$ cat config.mk
export PLATFORM = sky130hd
export DESIGN_NAME = cmd_ring_sched
export DESIGN_NICKNAME = d
export VERILOG_FILES = /design/src/rtl/cmd_sched_pkg.sv /design/src/rtl/cmd_ring_ptrs.sv /design/src/rtl/cmd_ring_pick.sv /design/src/rtl/cmd_sw_timer.sv /design/src/rtl/cmd_ring_sched.sv
export SDC_FILE = /design/constraint.sdc
export NUM_CORES = 1
export LEC_CHECK = 0
export BUFFER_PORTS_ARGS = -buffer_cell sky130_fd_sc_hd__buf_2
export CAP_MARGIN = 5
export CORE_MARGIN = 1
export CORE_UTILIZATION = 46
export CTS_BUF_LIST = sky130_fd_sc_hd__clkbuf_4
export CTS_CLUSTER_SIZE = 16
export DETAILED_ROUTE_END_ITERATION = 6
export PLACE_DENSITY = 0.79
export SLEW_MARGIN = 20
export SYNTH_ARGS = -nofsm -noshare
export SYNTH_HDL_FRONTEND = slang
export SYNTH_SLANG_ARGS = --single-unit
$ cat constraint.sdc
create_clock -name clk -period 5.55 [get_ports clk]
set_input_delay 0.2775 -clock clk [delete_from_list [all_inputs] [get_ports clk]]
set_output_delay 0.2775 -clock clk [all_outputs]
set_load 0.05 [all_outputs]
$ cat src/rtl/cmd_sched_pkg.sv
package cmd_sched_pkg;

   typedef enum logic [1:0] {
      ST_PICK   = 2'd0,
      ST_SWITCH = 2'd1,
      ST_FETCH  = 2'd2,
      ST_OUT    = 2'd3
   } sched_st_e;

endpackage

$ cat src/rtl/cmd_ring_ptrs.sv
module cmd_ring_ptrs #(
   parameter int NUM_RINGS = 4,
   parameter int PTR_W     = 8,
   parameter int LGS_W     = 4
) (
   input  logic                       clk,
   input  logic                       rst_n,
   input  logic [NUM_RINGS*LGS_W-1:0] lgsz_i,
   input  logic [NUM_RINGS*PTR_W-1:0] wptr_i,
   input  logic [NUM_RINGS-1:0]       adv_i,
   output logic [NUM_RINGS*PTR_W-1:0] rptr_o,
   output logic [NUM_RINGS*PTR_W-1:0] occ_o
);

   for (genvar r = 0; r < NUM_RINGS; r++) begin : g_ring
      logic [PTR_W:0]   span;
      logic [PTR_W-1:0] mask;
      logic [PTR_W-1:0] rp_q;
      logic [PTR_W-1:0] wp;

      assign span = {{PTR_W{1'b0}}, 1'b1} << lgsz_i[r*LGS_W +: LGS_W];
      assign mask = PTR_W'(span - 1'b1);
      assign wp   = wptr_i[r*PTR_W +: PTR_W];

      always_ff @(posedge clk) begin
         if (!rst_n)
            rp_q <= '0;
         else if (adv_i[r])
            rp_q <= (rp_q + 1'b1) & mask;
      end

      assign rptr_o[r*PTR_W +: PTR_W] = rp_q;
      assign occ_o[r*PTR_W +: PTR_W]  = (wp - rp_q) & mask;
   end

endmodule

$ cat src/rtl/cmd_ring_pick.sv
module cmd_ring_pick #(
   parameter int NUM_CAND = 3,
   parameter int PTR_W    = 8,
   parameter int IDX_W    = 2
) (
   input  logic [NUM_CAND*PTR_W-1:0] occ_i,
   output logic                      any_o,
   output logic [IDX_W-1:0]          idx_o
);

   logic [PTR_W-1:0] best;

   always_comb begin
      best  = '0;
      idx_o = '0;
      for (int i = 0; i < NUM_CAND; i++) begin
         if (occ_i[i*PTR_W +: PTR_W] > best) begin
            best  = occ_i[i*PTR_W +: PTR_W];
            idx_o = IDX_W'(i);
         end
      end
   end

   assign any_o = (best != '0);

endmodule

$ cat src/rtl/cmd_sw_timer.sv
module cmd_sw_timer #(
   parameter int SW_BUDGET = 1500,
   parameter int HP_BUDGET = 300
) (
   input  logic clk,
   input  logic rst_n,
   input  logic run_i,
   input  logic hp_i,
   output logic late_o
);

   localparam int MAXB = (SW_BUDGET > HP_BUDGET) ? SW_BUDGET : HP_BUDGET;
   localparam int CW   = $clog2(MAXB + 1);

   logic [CW-1:0] cnt_q;
   logic [CW-1:0] lim_m1;

   assign lim_m1 = hp_i ? CW'(HP_BUDGET - 1) : CW'(SW_BUDGET - 1);

   always_ff @(posedge clk) begin
      if (!rst_n) begin
         cnt_q  <= '0;
         late_o <= 1'b0;
      end else begin
         if (!run_i)
            cnt_q <= '0;
         else if (cnt_q != CW'(MAXB))
            cnt_q <= cnt_q + 1'b1;
         if (run_i && (cnt_q == lim_m1))
            late_o <= 1'b1;
      end
   end

endmodule

$ cat src/rtl/cmd_ring_sched.sv
module cmd_ring_sched
   import cmd_sched_pkg::*;
#(
   parameter int NUM_RINGS = 4,
   parameter int ADDR_W    = 32,
   parameter int DATA_W    = 32,
   parameter int PTR_W     = 8,
   parameter int SW_BUDGET = 1500,
   parameter int HP_BUDGET = 300,
   localparam int LGS_W    = $clog2(PTR_W + 1),
   localparam int CTX_W    = $clog2(NUM_RINGS)
) (
   input  logic                       clk,
   input  logic                       rst_n,
   input  logic [NUM_RINGS*ADDR_W-1:0] ring_base_i,
   input  logic [NUM_RINGS*LGS_W-1:0] ring_lgsz_i,
   input  logic [NUM_RINGS*PTR_W-1:0] ring_wptr_i,
   output logic [NUM_RINGS*PTR_W-1:0] ring_rptr_o,
   input  logic                       rt_event_i,
   output logic                       fetch_req_o,
   output logic [ADDR_W-1:0]          fetch_addr_o,
   input  logic                       fetch_rvalid_i,
   input  logic [DATA_W-1:0]          fetch_rdata_i,
   output logic                       ctx_sw_req_o,
   output logic [CTX_W-1:0]           ctx_sw_id_o,
   input  logic                       ctx_sw_ack_i,
   output logic                       cmd_valid_o,
   input  logic                       cmd_ready_i,
   output logic [DATA_W-1:0]          cmd_data_o,
   output logic [CTX_W-1:0]           cmd_ctx_o,
   output logic                       wdog_o
);

   localparam int HP_ID = NUM_RINGS - 1;
   localparam int NORM  = NUM_RINGS - 1;

   if (NUM_RINGS < 2) begin : g_chk_rings
      $error("cmd_ring_sched: NUM_RINGS must be at least 2");
   end
   if (PTR_W > ADDR_W) begin : g_chk_ptr
      $error("cmd_ring_sched: PTR_W must not exceed ADDR_W");
   end
   if (HP_BUDGET < 1 || SW_BUDGET < 1) begin : g_chk_budget
      $error("cmd_ring_sched: switch budgets must be positive");
   end

   sched_st_e              state_q;
   logic [CTX_W-1:0]       cur_q;
   logic [CTX_W-1:0]       tgt_q;
   logic                   ctx_ok_q;
   logic                   hp_mode_q;
   logic [DATA_W-1:0]      data_q;
   logic [CTX_W-1:0]       tag_q;

   logic [NUM_RINGS*PTR_W-1:0] rptr_all;
   logic [NUM_RINGS*PTR_W-1:0] occ_all;
   logic [NUM_RINGS-1:0]       adv;
   logic [CTX_W-1:0]           pick_idx;
   logic [CTX_W-1:0]           nxt_tgt;
   logic                       pick_any;
   logic                       hp_pend;
   logic                       have_work;
   logic [PTR_W-1:0]           hp_occ;
   logic [PTR_W-1:0]           tgt_rptr;
   logic                       late;

   cmd_ring_ptrs #(
      .NUM_RINGS (NUM_RINGS),
      .PTR_W     (PTR_W),
      .LGS_W     (LGS_W)
   ) u_ptrs (
      .clk    (clk),
      .rst_n  (rst_n),
      .lgsz_i (ring_lgsz_i),
      .wptr_i (ring_wptr_i),
      .adv_i  (adv),
      .rptr_o (rptr_all),
      .occ_o  (occ_all)
   );

   cmd_ring_pick #(
      .NUM_CAND (NORM),
      .PTR_W    (PTR_W),
      .IDX_W    (CTX_W)
   ) u_pick (
      .occ_i (occ_all[NORM*PTR_W-1:0]),
      .any_o (pick_any),
      .idx_o (pick_idx)
   );

   cmd_sw_timer #(
      .SW_BUDGET (SW_BUDGET),
      .HP_BUDGET (HP_BUDGET)
   ) u_timer (
      .clk    (clk),
      .rst_n  (rst_n),
      .run_i  ((state_q == ST_SWITCH) && !ctx_sw_ack_i),
      .hp_i   (tgt_q == CTX_W'(HP_ID)),
      .late_o (late)
   );

   assign hp_occ    = occ_all[HP_ID*PTR_W +: PTR_W];
   assign hp_pend   = hp_mode_q && (hp_occ != '0);
   assign nxt_tgt   = hp_pend ? CTX_W'(HP_ID) : pick_idx;
   assign have_work = hp_pend || pick_any;
   assign tgt_rptr  = rptr_all[int'(tgt_q)*PTR_W +: PTR_W];

   always_comb begin
      adv = '0;
      if (state_q == ST_FETCH && fetch_rvalid_i)
         adv[tgt_q] = 1'b1;
   end

   always_ff @(posedge clk) begin
      if (!rst_n) begin
         state_q  <= ST_PICK;
         cur_q    <= '0;
         tgt_q    <= '0;
         ctx_ok_q <= 1'b0;
         data_q   <= '0;
         tag_q    <= '0;
      end else begin
         case (state_q)
            ST_PICK: begin
               if (have_work) begin
                  tgt_q <= nxt_tgt;
                  if (ctx_ok_q && (cur_q == nxt_tgt))
                     state_q <= ST_FETCH;
                  else
                     state_q <= ST_SWITCH;
               end
            end
            ST_SWITCH: begin
               if (ctx_sw_ack_i) begin
                  cur_q    <= tgt_q;
                  ctx_ok_q <= 1'b1;
                  state_q  <= ST_FETCH;
               end
            end
            ST_FETCH: begin
               if (fetch_rvalid_i) begin
                  data_q  <= fetch_rdata_i;
                  tag_q   <= tgt_q;
                  state_q <= ST_OUT;
               end
            end
            default: begin
               if (cmd_ready_i)
                  state_q <= ST_PICK;
            end
         endcase
      end
   end

   always_ff @(posedge clk) begin
      if (!rst_n)
         hp_mode_q <= 1'b0;
      else if (rt_event_i)
         hp_mode_q <= 1'b1;
      else if (state_q == ST_PICK && hp_occ == '0)
         hp_mode_q <= 1'b0;
   end

   assign ring_rptr_o  = rptr_all;
   assign fetch_req_o  = (state_q == ST_FETCH);
   assign fetch_addr_o = ring_base_i[int'(tgt_q)*ADDR_W +: ADDR_W] + ADDR_W'(tgt_rptr);
   assign ctx_sw_req_o = (state_q == ST_SWITCH);
   assign ctx_sw_id_o  = tgt_q;
   assign cmd_valid_o  = (state_q == ST_OUT);
   assign cmd_data_o   = data_q;
   assign cmd_ctx_o    = tag_q;
   assign wdog_o       = late;

endmodule

==> results.ini, run 1 <==
[finish]
layout-drive-gt1-share_pct = 32.63
stdcell_count = 1562
area_growth_pct = 27.47
finish.net_count = 1617
stdcell_area_um2 = 10350
post-route-util_pct = 60.03

[routing]
drt_drc_violations_left = 0
initialDrtViolationCount = 501
ant_nets = 0
num_vias = 8889
finalWirelength_mm = 28.27
wl_per_cell_um = 18.10
avgViaCountPerCell = 5.691
first_pass_iters = 7

[cts]
htreeDepth = 3
cts_tree = yes
clock-sinks = 86
cts_buffers = 9
cts_buffer_depth = 2
clk-insertion-delay-late_ps = 460
clkSlewWorstSetupHoldPaths_ps = 160
cts_root_buffer = clkbuf_4

[timing]
hold_viol_final = 0
post-route-min-period_ps = 5368
setup_viol = 0
layout_setup_ws_ps = 182.3
worst_slew_pin_slew_ps = 738.0
max_slew_margin_pct = 50.42
fmax_ghz = 0.1863
drv_slew = 0
fin_skew_ps = 14.72
fin_tns_setup_ps = 0
post-route-period-util_pct = 96.72

[power_and_ir_drop]
pwr_density_cell_nw_per_um2 = 298.1
seq_power_share_pct = 24.5
p_int_w = 0.001469
p_comb_share_pct = 63.5
power_switching_w = 0.001616
swShare_pct = 52.37
clkPwrFrac_pct = 12.0
vdd_drop_max_mv = 0.2372
leakage_nw = 4.490

[place]
hpwl_mm = 22.67
routabilityCongestion = 0.9407
placed_area_um2 = 9916
portBuffers = 317
dp.cells = 1523
dp_worst_setup_slack_ps = 72.18

[synth]
syn_area_per_cell_um2 = 8.061
yosysWarningCount = 0
synth_area_um2 = 8118
synth_ff_type = dfxtp_1
yosys.cell_types.count = 77
ys_seq_area_share_pct = 21.21
synth_nets = 1293
syn_inst = 1007
synthArstFlopShare_pct = 0
synth-seq-cells = 86
synth_edf_count = 0

[setup_path]
worstPathRequired_ps = 5900
cp_max_fo = 7
worst_ep_arrival_time_ps = 5720
path_class = reg2reg
critPathLaunchType = flip-flop
slowest_delay_ps = 520
crit_chain = inv_1 > ha_1 > o211a_1 > o21a_1 > o41ai_4 > mux2_4 > ha_1 > nand4_1 > a21oi_1 > o22ai_2 > buf_6 > mux2i_4 > ha_1 > nor2b_1 > o211ai_1 > a21oi_2 > o21bai_1 > inv_1 > or4_4 > a2111o_1 > o2111ai_1 > a21oi_1
cpMostUsedCell = ha_1
end_kind = flip-flop
cp_slowest_cell = or4_4

[run]
drv_cap = 0

[floorplan]
die_w_um = 134.8
core_um2 = 17240
pin_count = 318
die_area_um2 = 18180
rows = 48
die_y_um = 134.8
start_util_pct = 47.10

[global_routing]
track_usage_pct = 30.27
antenna_found_initial = 1
overflow = 0
grt_start_max_net_pins = 40
grt_pass1_wl_mm = 42.53
grt_pass1_vias = 8134

[outcome]
status = completed

[worst_hold_path]
hold_class = in2reg

[logic make-up after synthesis]
family / synth area share, %
compound gates: 17.85
xor+xnor: 6.366
fa+ha+maj: 11.56
buf+inv: 5.857
flops: 21.21
mux: 13.10
simple gates: 24.06
[per-stage QoR]
stage,total power (W),hold WS [ps]
after floorplan,0.002226,413.2
after global placement,0.002648,438.6
after detailed placement,0.002672,444.1
after CTS,0.003058,6.073
after global routing,0.003256,1.866
final,0.003085,35.72
[per-layer routing]
layer	vias up	routed length [um]	part of all wire (%)	track usage [%]
met1	4160	11050	39	35.04
met5	-	0	0	0
met4	0	1140	4.0	13.42
li1	4286	-	-	-
met2	375	14310	51	55.27
met3	68	1761	6.2	4.092
[Yosys cell counts (7+ instances only)]
master	number	area, um2
nor4b_1	7	61.31
clkbuf_1	25	93.84
nand2_1	117	439.2
nand3_1	31	155.2
a211oi_1	7	52.55
nand3b_1	7	52.55
and2_1	9	56.30
xnor2_1	38	332.8
a21oi_1	99	495.5
xor2_1	21	183.9
a21o_1	10	75.07
nor4_1	11	68.82
ha_1	67	838.3
inv_1	73	274.0
and3_1	15	93.84
dfxtp_1	86	1722
o21a_1	13	97.59
mux2i_1	10	100.1
mux4_2	40	900.9
buf_2	9	45.04
nand2b_1	10	62.56
nand4_1	14	87.58
nor2_1	91	341.6
nor3_1	29	145.1
o21ai_0	37	185.2
nor2b_1	22	137.6
[sequential cells by signal (all words and copies together) (netlist names)]
name                count
state_q                 2
u_timer.late_o          1
hp_mode_q               1
ctx_sw_id_o             2
u_ptrs.g_ring.rp_q     32
u_timer.cnt_q          11
cur_q                   2
cmd_data_o             32
cmd_ctx_o               2
ctx_ok_q                1
[worst max-delay path: cells and delay by family, from the launching register on]
kind            cells  cell delay [ps]
buf+inv             3              300
compound gates     11             2220
simple gates        3              790
flops               1              410
mux                 2              540
fa+ha+maj           3              970
[power by group through the flow]
stage	clock network (W)	logic, W	registers, W
after global routing	0.000400	0.00209	0.000768
after global placement	0	0.00188	0.000768
after floorplan	0	0.00142	0.000804
final	0.000370	0.00196	0.000757
after CTS	0.000379	0.00192	0.000757
after detailed placement	0	0.00190	0.000770
[final timing paths]
kind	startpoint	to	slack, ps	cells past startpoint
worst max-delay path	u_ptrs.g_ring[0].rp_q[2]	state_q[1]	180	22
worst min register to register	cmd_data_o[13]	cmd_data_o[13]	460	2
worst max register to register	u_ptrs.g_ring[0].rp_q[2]	state_q[1]	180	22
worst min-delay path	fetch_rdata_i[9]	cmd_data_o[9]	40	3
[cell usage in the layout, fill, tap and decap left out, types with 21 or more instances in the layout]
| cell | count |
|---|---|
| nand3_1 | 31 |
| o21ai_0 | 37 |
| xnor2_1 | 38 |
| buf_2 | 317 |
| ha_1 | 66 |
| nor2b_1 | 22 |
| dfxtp_1 | 79 |
| nor3_1 | 29 |
| a21oi_1 | 96 |
| inv_1 | 73 |
| nor2_1 | 91 |
| nand2_1 | 117 |
| mux4_2 | 40 |
| xor2_1 | 21 |
[timing repair]
item	CTS	global route
buffers inserted	0	4
setup endpoints to repair	0	4
endpoints found under the hold margin	18	0
hold buffers	18	0
gates resized for setup	0	18
[cell type report]
cell class                      count  area, um2
Inverter                           74      277.8
Clock inverter                      7      75.07
Fill cell                        1567       6889
Sequential cell                    86       1738
Tap cell                          225      281.5
Clock buffer                        9      67.56
Antenna cell                        1      2.502
Timing Repair Buffer              355       1921
Multi-Input combinational cell    805       5984
(Power assumes the default switching activity.)
==> run 2, diff against run 1 <==
Settings changed: PLACE_DENSITY 0.79 to not set, PLACE_DENSITY_LB_ADDON set to 0.05.
==> run 2 against run 1 <==
Against the previous run:
- total power rose by 0.46%
- die area did not move
- critical path type unchanged
- highest routed layer unchanged
- hold slack got worse by 6.1 ps
==> results.ini, run 2 (synthesis results as in run 1) <==
[outcome]
status = completed

[finish]
mostFrequentLayoutCell = buf_2
final_cell_mix = 317 x buf_2, 117 x nand2_1, 99 x a21oi_1, 91 x nor2_1, 82 x dfxtp_1
post-route-util_pct = 59.71  ; -0.32 points
finish.net_count = 1618  ; +0.062%
layout-drive-gt1-share_pct = 32.46  ; -0.17 points
area_growth_pct = 26.79

[setup_path]
slowest_delay_ps = 500  ; -20 ps
cp_slowest_cell = or4b_4
cpMostUsedCell = ha_1
worst_ep_arrival_time_ps = 5650  ; -70 ps
crit_buf_inv = 4  ; +1
critPathLaunchType = flip-flop
r2r_end = state_q[1]
cp-startpoint = u_ptrs.g_ring[1].rp_q[0]
cp_max_fo = 6  ; -1
end_kind = flip-flop
worstPathRequired_ps = 5890  ; about the same
crit_family = compound AO/OA/AOI/OAI gates
crit_chain = ha_1 > inv_1 > fa_2 > a211oi_2 > nor2_1 > or4b_4 > a41oi_4 > ha_1 > nand4_1 > a21oi_1 > o22ai_2 > buf_6 > mux2_2 > inv_1 > ha_1 > nand4_1 > nor2_1 > o21bai_1 > buf_4 > or4_1 > a2111o_1 > o2111ai_1 > a21oi_1
crit_path_end = state_q[1]
rr_startpoint = u_ptrs.g_ring[1].rp_q[0]
crit_cells = 23  ; +4.5%
path_class = reg2reg
r2r_cells = 23  ; +4.5%
reg2reg_slack_ps = 240  ; +60 ps

[cts]
cts_buffers = 9  ; unchanged
cts_tree = yes
htreeDepth = 3  ; unchanged
clock-sinks = 86  ; unchanged
cts_buffer_depth = 2  ; unchanged
cts_root_buffer = clkbuf_4
clkSlewWorstSetupHoldPaths_ps = 170  ; about the same
clk-insertion-delay-late_ps = 480  ; +20 ps

[routing]
first_pass_iters = 5  ; -2
avgViaCountPerCell = 5.467  ; -3.9%
drt_drc_violations_left = 0  ; unchanged
wl_per_cell_um = 17.51  ; -3.3%
ant_nets = 0  ; unchanged
initialDrtViolationCount = 564  ; +13%
num_vias = 8572  ; -3.6%
finalWirelength_mm = 27.45  ; -2.9%

[place]
portBuffers = 317  ; unchanged
dp_worst_setup_slack_ps = 53.67  ; -18.51 ps
hpwl_mm = 22.15  ; -2.3%
routabilityCongestion = 0.9220  ; -2.0%

[timing]
hold_viol_final = 0  ; unchanged
layout_setup_ws_ps = 239.9  ; +57.68 ps
fmax_ghz = 0.1883  ; +1.1%
fin_tns_setup_ps = 0  ; unchanged
worst_slew_pin_slew_ps = 707.1  ; -30.99 ps
whs_ps = 29.61  ; -6.108 ps
drv_slew = 0  ; unchanged
setup_viol = 0  ; unchanged
post-route-period-util_pct = 95.68  ; -1.0 points
max_slew_margin_pct = 52.50  ; +2.1 points
post-route-min-period_ps = 5310  ; -57.68 ps
fin_skew_ps = 29.34  ; +14.62 ps

[floorplan]
core_um2 = 17240  ; unchanged
start_util_pct = 47.10  ; unchanged
die_w_um = 134.8  ; unchanged
die_area_um2 = 18180  ; unchanged
pin_count = 318  ; unchanged
die_y_um = 134.8  ; unchanged
rows = 48  ; unchanged

[global_routing]
grt_pass1_wl_mm = 41.14  ; -3.3%
antenna_found_initial = 4  ; +3
grt_pass1_vias = 7763  ; -4.6%
grt_start_max_net_pins = 42  ; +5.0%
track_usage_pct = 29.37  ; -0.89 points
overflow = 0  ; unchanged

[power_and_ir_drop]
leakage_nw = 4.499  ; +0.22%
vdd_drop_max_mv = 0.2288  ; -3.6%
pwr_density_cell_nw_per_um2 = 301.1  ; +0.99%
p_total_w = 0.003099  ; +0.46%

[worst_hold_path]
hold_class = in2reg

[run]
drv_cap = 0  ; unchanged

## run 2: report_power, final
part / internal (W) / leakage, nW / switching (W)
sequential: 0.000662 / 0.697 / 0.000100
clock: 0.000143 / 0.0760 / 0.000255
combinational: 0.000692 / 3.73 / 0.00125
## run 2: cell type report
class / instances / area, um2
Sequential cell: 86 / 1729
Timing Repair Buffer: 356 / 1908
Antenna cell: 6 / 15.01
Inverter: 74 / 277.8
Fill cell: 1677 / 6944
Clock inverter: 7 / 81.33
Tap cell: 225 / 281.5
Multi-Input combinational cell: 805 / 5932
Clock buffer: 9 / 67.56
## run 2: timing repair
action                                 4_1_cts  5_1_grt
gates resized for setup                      0        4
setup buffers                                0        5
hold buffers                                10        0
endpoints found under the hold margin       10        0
setup endpoints to repair                    0        4
## run 2: worst register-to-register path, stage by stage (launching register included)
cell and delay, ps:
dfxtp_2 370, ha_1 150, inv_1 60, fa_2 380, a211oi_2 190, nor2_1 100, or4b_4 500, a41oi_4 210
ha_1 270, nand4_1 130, a21oi_1 70, o22ai_2 270, buf_6 180, mux2_2 350, inv_1 60, ha_1 230
nand4_1 130, nor2_1 50, o21bai_1 160, buf_4 160, or4_1 490, a2111o_1 480, o2111ai_1 120, a21oi_1 90
## run 2: layer usage
layer  global-route usage (%)  vias up  routed length [um]
li1                         -     4288                   -
met1                    39.85     3959               12480
met2                    46.31      295               12340
met3                    6.194       30                2043
met4                    9.675        0                 592
met5                        0        -                   0
## run 2: per-stage QoR
step	cell area, um2	std cells
after detailed placement	9976	1531
after global routing	10280	1565
final	10290	1568
after global placement	9976	1531
after CTS	10220	1557
after floorplan	8120	1007
## run 2: how the worst min path moves through the flow
stage	startpoint	to	slack [ps]	cells past startpoint
after floorplan	rst_n	u_ptrs.g_ring[1].rp_q[7]	410	2
after global placement	cmd_data_o[31]	cmd_data_o[31]	440	2
after detailed placement	cmd_data_o[29]	cmd_data_o[29]	440	2
after CTS	fetch_rdata_i[19]	cmd_data_o[19]	3	3
after global routing	fetch_rdata_i[19]	cmd_data_o[19]	0.3	3
final	fetch_rdata_i[4]	cmd_data_o[4]	30	3
==> run 3, diff against run 2 <==
Settings changed: ABC_AREA set to 1, CORE_UTILIZATION 46 to 50.
Clock period 5.55 ns to 4.9 ns, I/O delays scaled along.
==> run 3 against run 2 <==
Against the previous run:
- the flow now finishes with violations (design-rule violations)
- via count is 14% higher
- synthesized area increased by 0.80%
- register-to-register slack improved by 220 ps
- global-route usage up 2.9 points
- clock power up 6.5%
- first-iteration DRC count fell by 8.9%
- cell count increased by 17%
- critical path type is now reg2out
- critical endpoint is now fetch_addr_o[22]
- highest routed layer unchanged
==> results.ini, run 3 <==
[place]
portBuffers = 317  ; unchanged
dp.cells = 1786  ; +17%
routabilityCongestion = 1.015  ; +10%
hpwl_mm = 22.72  ; +2.6%
dp_worst_setup_slack_ps = 368.7  ; +315.1 ps

[power_and_ir_drop]
vdd_drop_max_mv = 0.3546  ; +55%
pwr_density_cell_nw_per_um2 = 409.0  ; +36%
leakage_nw = 5.191  ; +15%

[global_routing]
grt_pass1_wl_mm = 42.57  ; +3.5%
grt_start_max_net_pins = 49  ; +17%
overflow = 0  ; unchanged
track_usage_pct = 32.29  ; +2.9 points
grt_pass1_vias = 8594  ; +11%
grt_use_met3_pct = 6.314  ; +0.12 points
antenna_found_initial = 1  ; -3
met2_usage_pct = 57.22  ; +11 points
grt-busiest-layer = met2
grt_use_met1_pct = 38.44  ; -1.4 points

[setup_path]
worstPathRequired_ps = 4660  ; -1230 ps
cp_max_fo = 10  ; +4
worst_ep_arrival_time_ps = 4350  ; -1300 ps
end_kind = primary output
critPathLaunchType = flip-flop
crit_chain = buf_4 > nor2_4 > inv_1 > o22ai_1 > a21oi_1 > o21a_1 > fa_1 > o21ai_2 > nand4_1 > o211ai_1 > nand2_1 > nor3_4 > nand2_2 > nor2_4 > nand2_2 > nor2_1 > xor2_1 > clkbuf_4
cp_slowest_cell = fa_1
path_class = reg2out
slowest_delay_ps = 480  ; -20 ps

[finish]
fill_cells = 1547  ; -7.8%
post-route-util_pct = 65.45  ; +5.7 points
layout.area.seq_um2 = 1724  ; -0.29%
stdcell_count = 1831  ; +17%
final_cell_mix = 314 x buf_2, 249 x nand2_1, 178 x inv_1, 156 x nor2_1, 88 x a21oi_1
layout-drive-gt1-share_pct = 25.53  ; -6.9 points
multiInputGateArea_um2 = 5577  ; -6.0%
finish.net_count = 1895  ; +17%
area_growth_pct = 27.51
mostFrequentLayoutCell = buf_2

[timing]
post-route-min-period_ps = 4599
max_slew_margin_pct = 38.38  ; -14 points
whs_ps = 27.59  ; -2.018 ps
layout_setup_ws_ps = 301.3  ; +61.34 ps
fin_tns_setup_ps = 0  ; unchanged
post-route-period-util_pct = 93.85
setup_viol = 0  ; unchanged
fmax_ghz = 0.2175
hold_viol_final = 0  ; unchanged
fin_skew_ps = 26.84  ; -2.508 ps
worst_slew_pin_slew_ps = 915.8  ; +208.8 ps
drv_slew = 0  ; unchanged

[cts]
cts_buffers = 9  ; unchanged
clock-sinks = 86  ; unchanged
htreeDepth = 3  ; unchanged
clkSlewWorstSetupHoldPaths_ps = 170  ; about the same
cts_root_buffer = clkbuf_4
clk-insertion-delay-late_ps = 490  ; about the same
cts_buffer_depth = 2  ; unchanged
cts_tree = yes

[synth]
yosysTopAreaCellShare_pct = 21.04  ; -0.17 points
yosysMostFrequentCell = nand2_1
syn_inst = 1268  ; +26%
synth_edf_count = 0  ; unchanged
synth_nets = 1554  ; +20%
yosysWarningCount = 0  ; unchanged
syn_area_per_cell_um2 = 6.453  ; -20%
synthArstFlopShare_pct = 0  ; unchanged
synthTopCellsByCount = 251 x nand2_1, 179 x inv_1, 156 x nor2_1
ys_seq_area_share_pct = 21.04  ; -0.17 points
synth-seq-cells = 86  ; unchanged
synth_area_leaders = dfxtp_1 21%, nand2_1 12%, ha_1 10%
yosys.area.top_type = dfxtp_1
synth_area_um2 = 8183  ; +0.80%
yosys.cell_types.count = 60  ; -22%
synth_ff_type = dfxtp_1

[routing]
ant_nets = 0  ; unchanged
num_vias = 9733  ; +14%
drt_drc_violations_left = 1  ; +1
finalWirelength_mm = 28.06  ; +2.2%
avgViaCountPerCell = 5.316  ; -2.8%
first_pass_iters = 7  ; +2
wl_per_cell_um = 15.33  ; -12%
initialDrtViolationCount = 514  ; -8.9%

[floorplan]
rows = 46  ; -4.2%
die_y_um = 129.9  ; -3.6%
core_um2 = 15940  ; -7.5%
pin_count = 318  ; unchanged
start_util_pct = 51.33  ; +4.2 points
die_w_um = 129.9  ; -3.6%
die_area_um2 = 16880  ; -7.2%

[run]
drv_cap = 0  ; unchanged

[outcome]
violations = design-rule violations
status = complete, but fails checks

[worst_hold_path]
hold_class = in2reg

==> run 3: cell types whose count changed after synthesis, moves of 22 or more <==
cell / delta
nand2_1: +134
xnor2_1: -27
inv_1: +106
mux4_2: -40
nor2b_1: -22
nand3_1: +42
a22oi_1: +35
nor2_1: +65
==> run 3: report_power, final <==
group / total, W / leakage, nW / switching (W) / internal (W)
Clock: 0.000424 / 0.0726 / 0.000304 / 0.000119
Combinational: 0.00301 / 4.42 / 0.00216 / 0.000849
Sequential: 0.000831 / 0.698 / 0.0000564 / 0.000775
Total: 0.00427 / 5.19 / 0.00252 / 0.00174
==> run 3: cell type report <==
class	count	share of cell area, %
Sequential cell	86	16.52
Inverter	192	6.931
Multi-Input combinational cell	958	53.45
Antenna cell	1	0.02398
Tap cell	216	2.590
Clock buffer	9	0.6476
Timing Repair Buffer	362	19.16
Clock inverter	7	0.6715
==> run 3: routing by layer <==
layer  part of all wire, %  vias to the layer above
met1                    42                     4352
li1                      -                     4920
met3                   7.1                       58
met4                   3.4                        0
met2                    48                      403
met5                     0                        -
==> run 3: final timing paths <==
check | slack (ps) | cells past startpoint | from | endpoint
worst min-delay path | 30 | 3 | rt_event_i | hp_mode_q
worst max register to register | 460 | 30 | u_ptrs.g_ring[0].rp_q[1] | state_q[0]
worst min register to register | 480 | 2 | cmd_ctx_o[0] | cmd_ctx_o[0]
worst max-delay path | 300 | 18 | ctx_sw_id_o[0] | fetch_addr_o[22]
==> run 3: worst max-delay path: cells and delay by family, from the launching register on <==
kind / cells / cell delay [ps]
buffers and inverters: 3 / 550
AND/OR/NAND/NOR: 8 / 1340
adder cells (fa/ha/maj): 1 / 480
AO/OA/AOI/OAI: 5 / 970
XOR/XNOR: 1 / 160
flip-flops: 1 / 350
==> run 3: cell families after synthesis <==
group	count (synthesis)	synth area share [%]
DFF	86	21.04
adders and majority gates	72	11.47
AOI/OAI and AO/OA	253	19.68
and+or+nand+nor	591	32.08
xor gates and xnor gates	42	4.495
buffers and inverters	224	11.24
==> run 3: what timing repair did <==
item / 4_1_cts / 5_1_grt
setup buffers: 0 / 1
hold endpoints to repair: 27 / 0
hold buffers: 27 / 0
gates resized for setup: 0 / 13
setup endpoints to repair: 0 / 13
==> run 3: stage by stage <==
stage | instance area (um2) | power (W)
4_1_cts | 10390 | 0.004245
3_5_place_dp | 9981 | 0.003803
5_1_grt | 10430 | 0.004556
2_1_floorplan | 8183 | 0.003109
3_3_place_gp | 9981 | 0.003792
6_report | 10430 | 0.004267
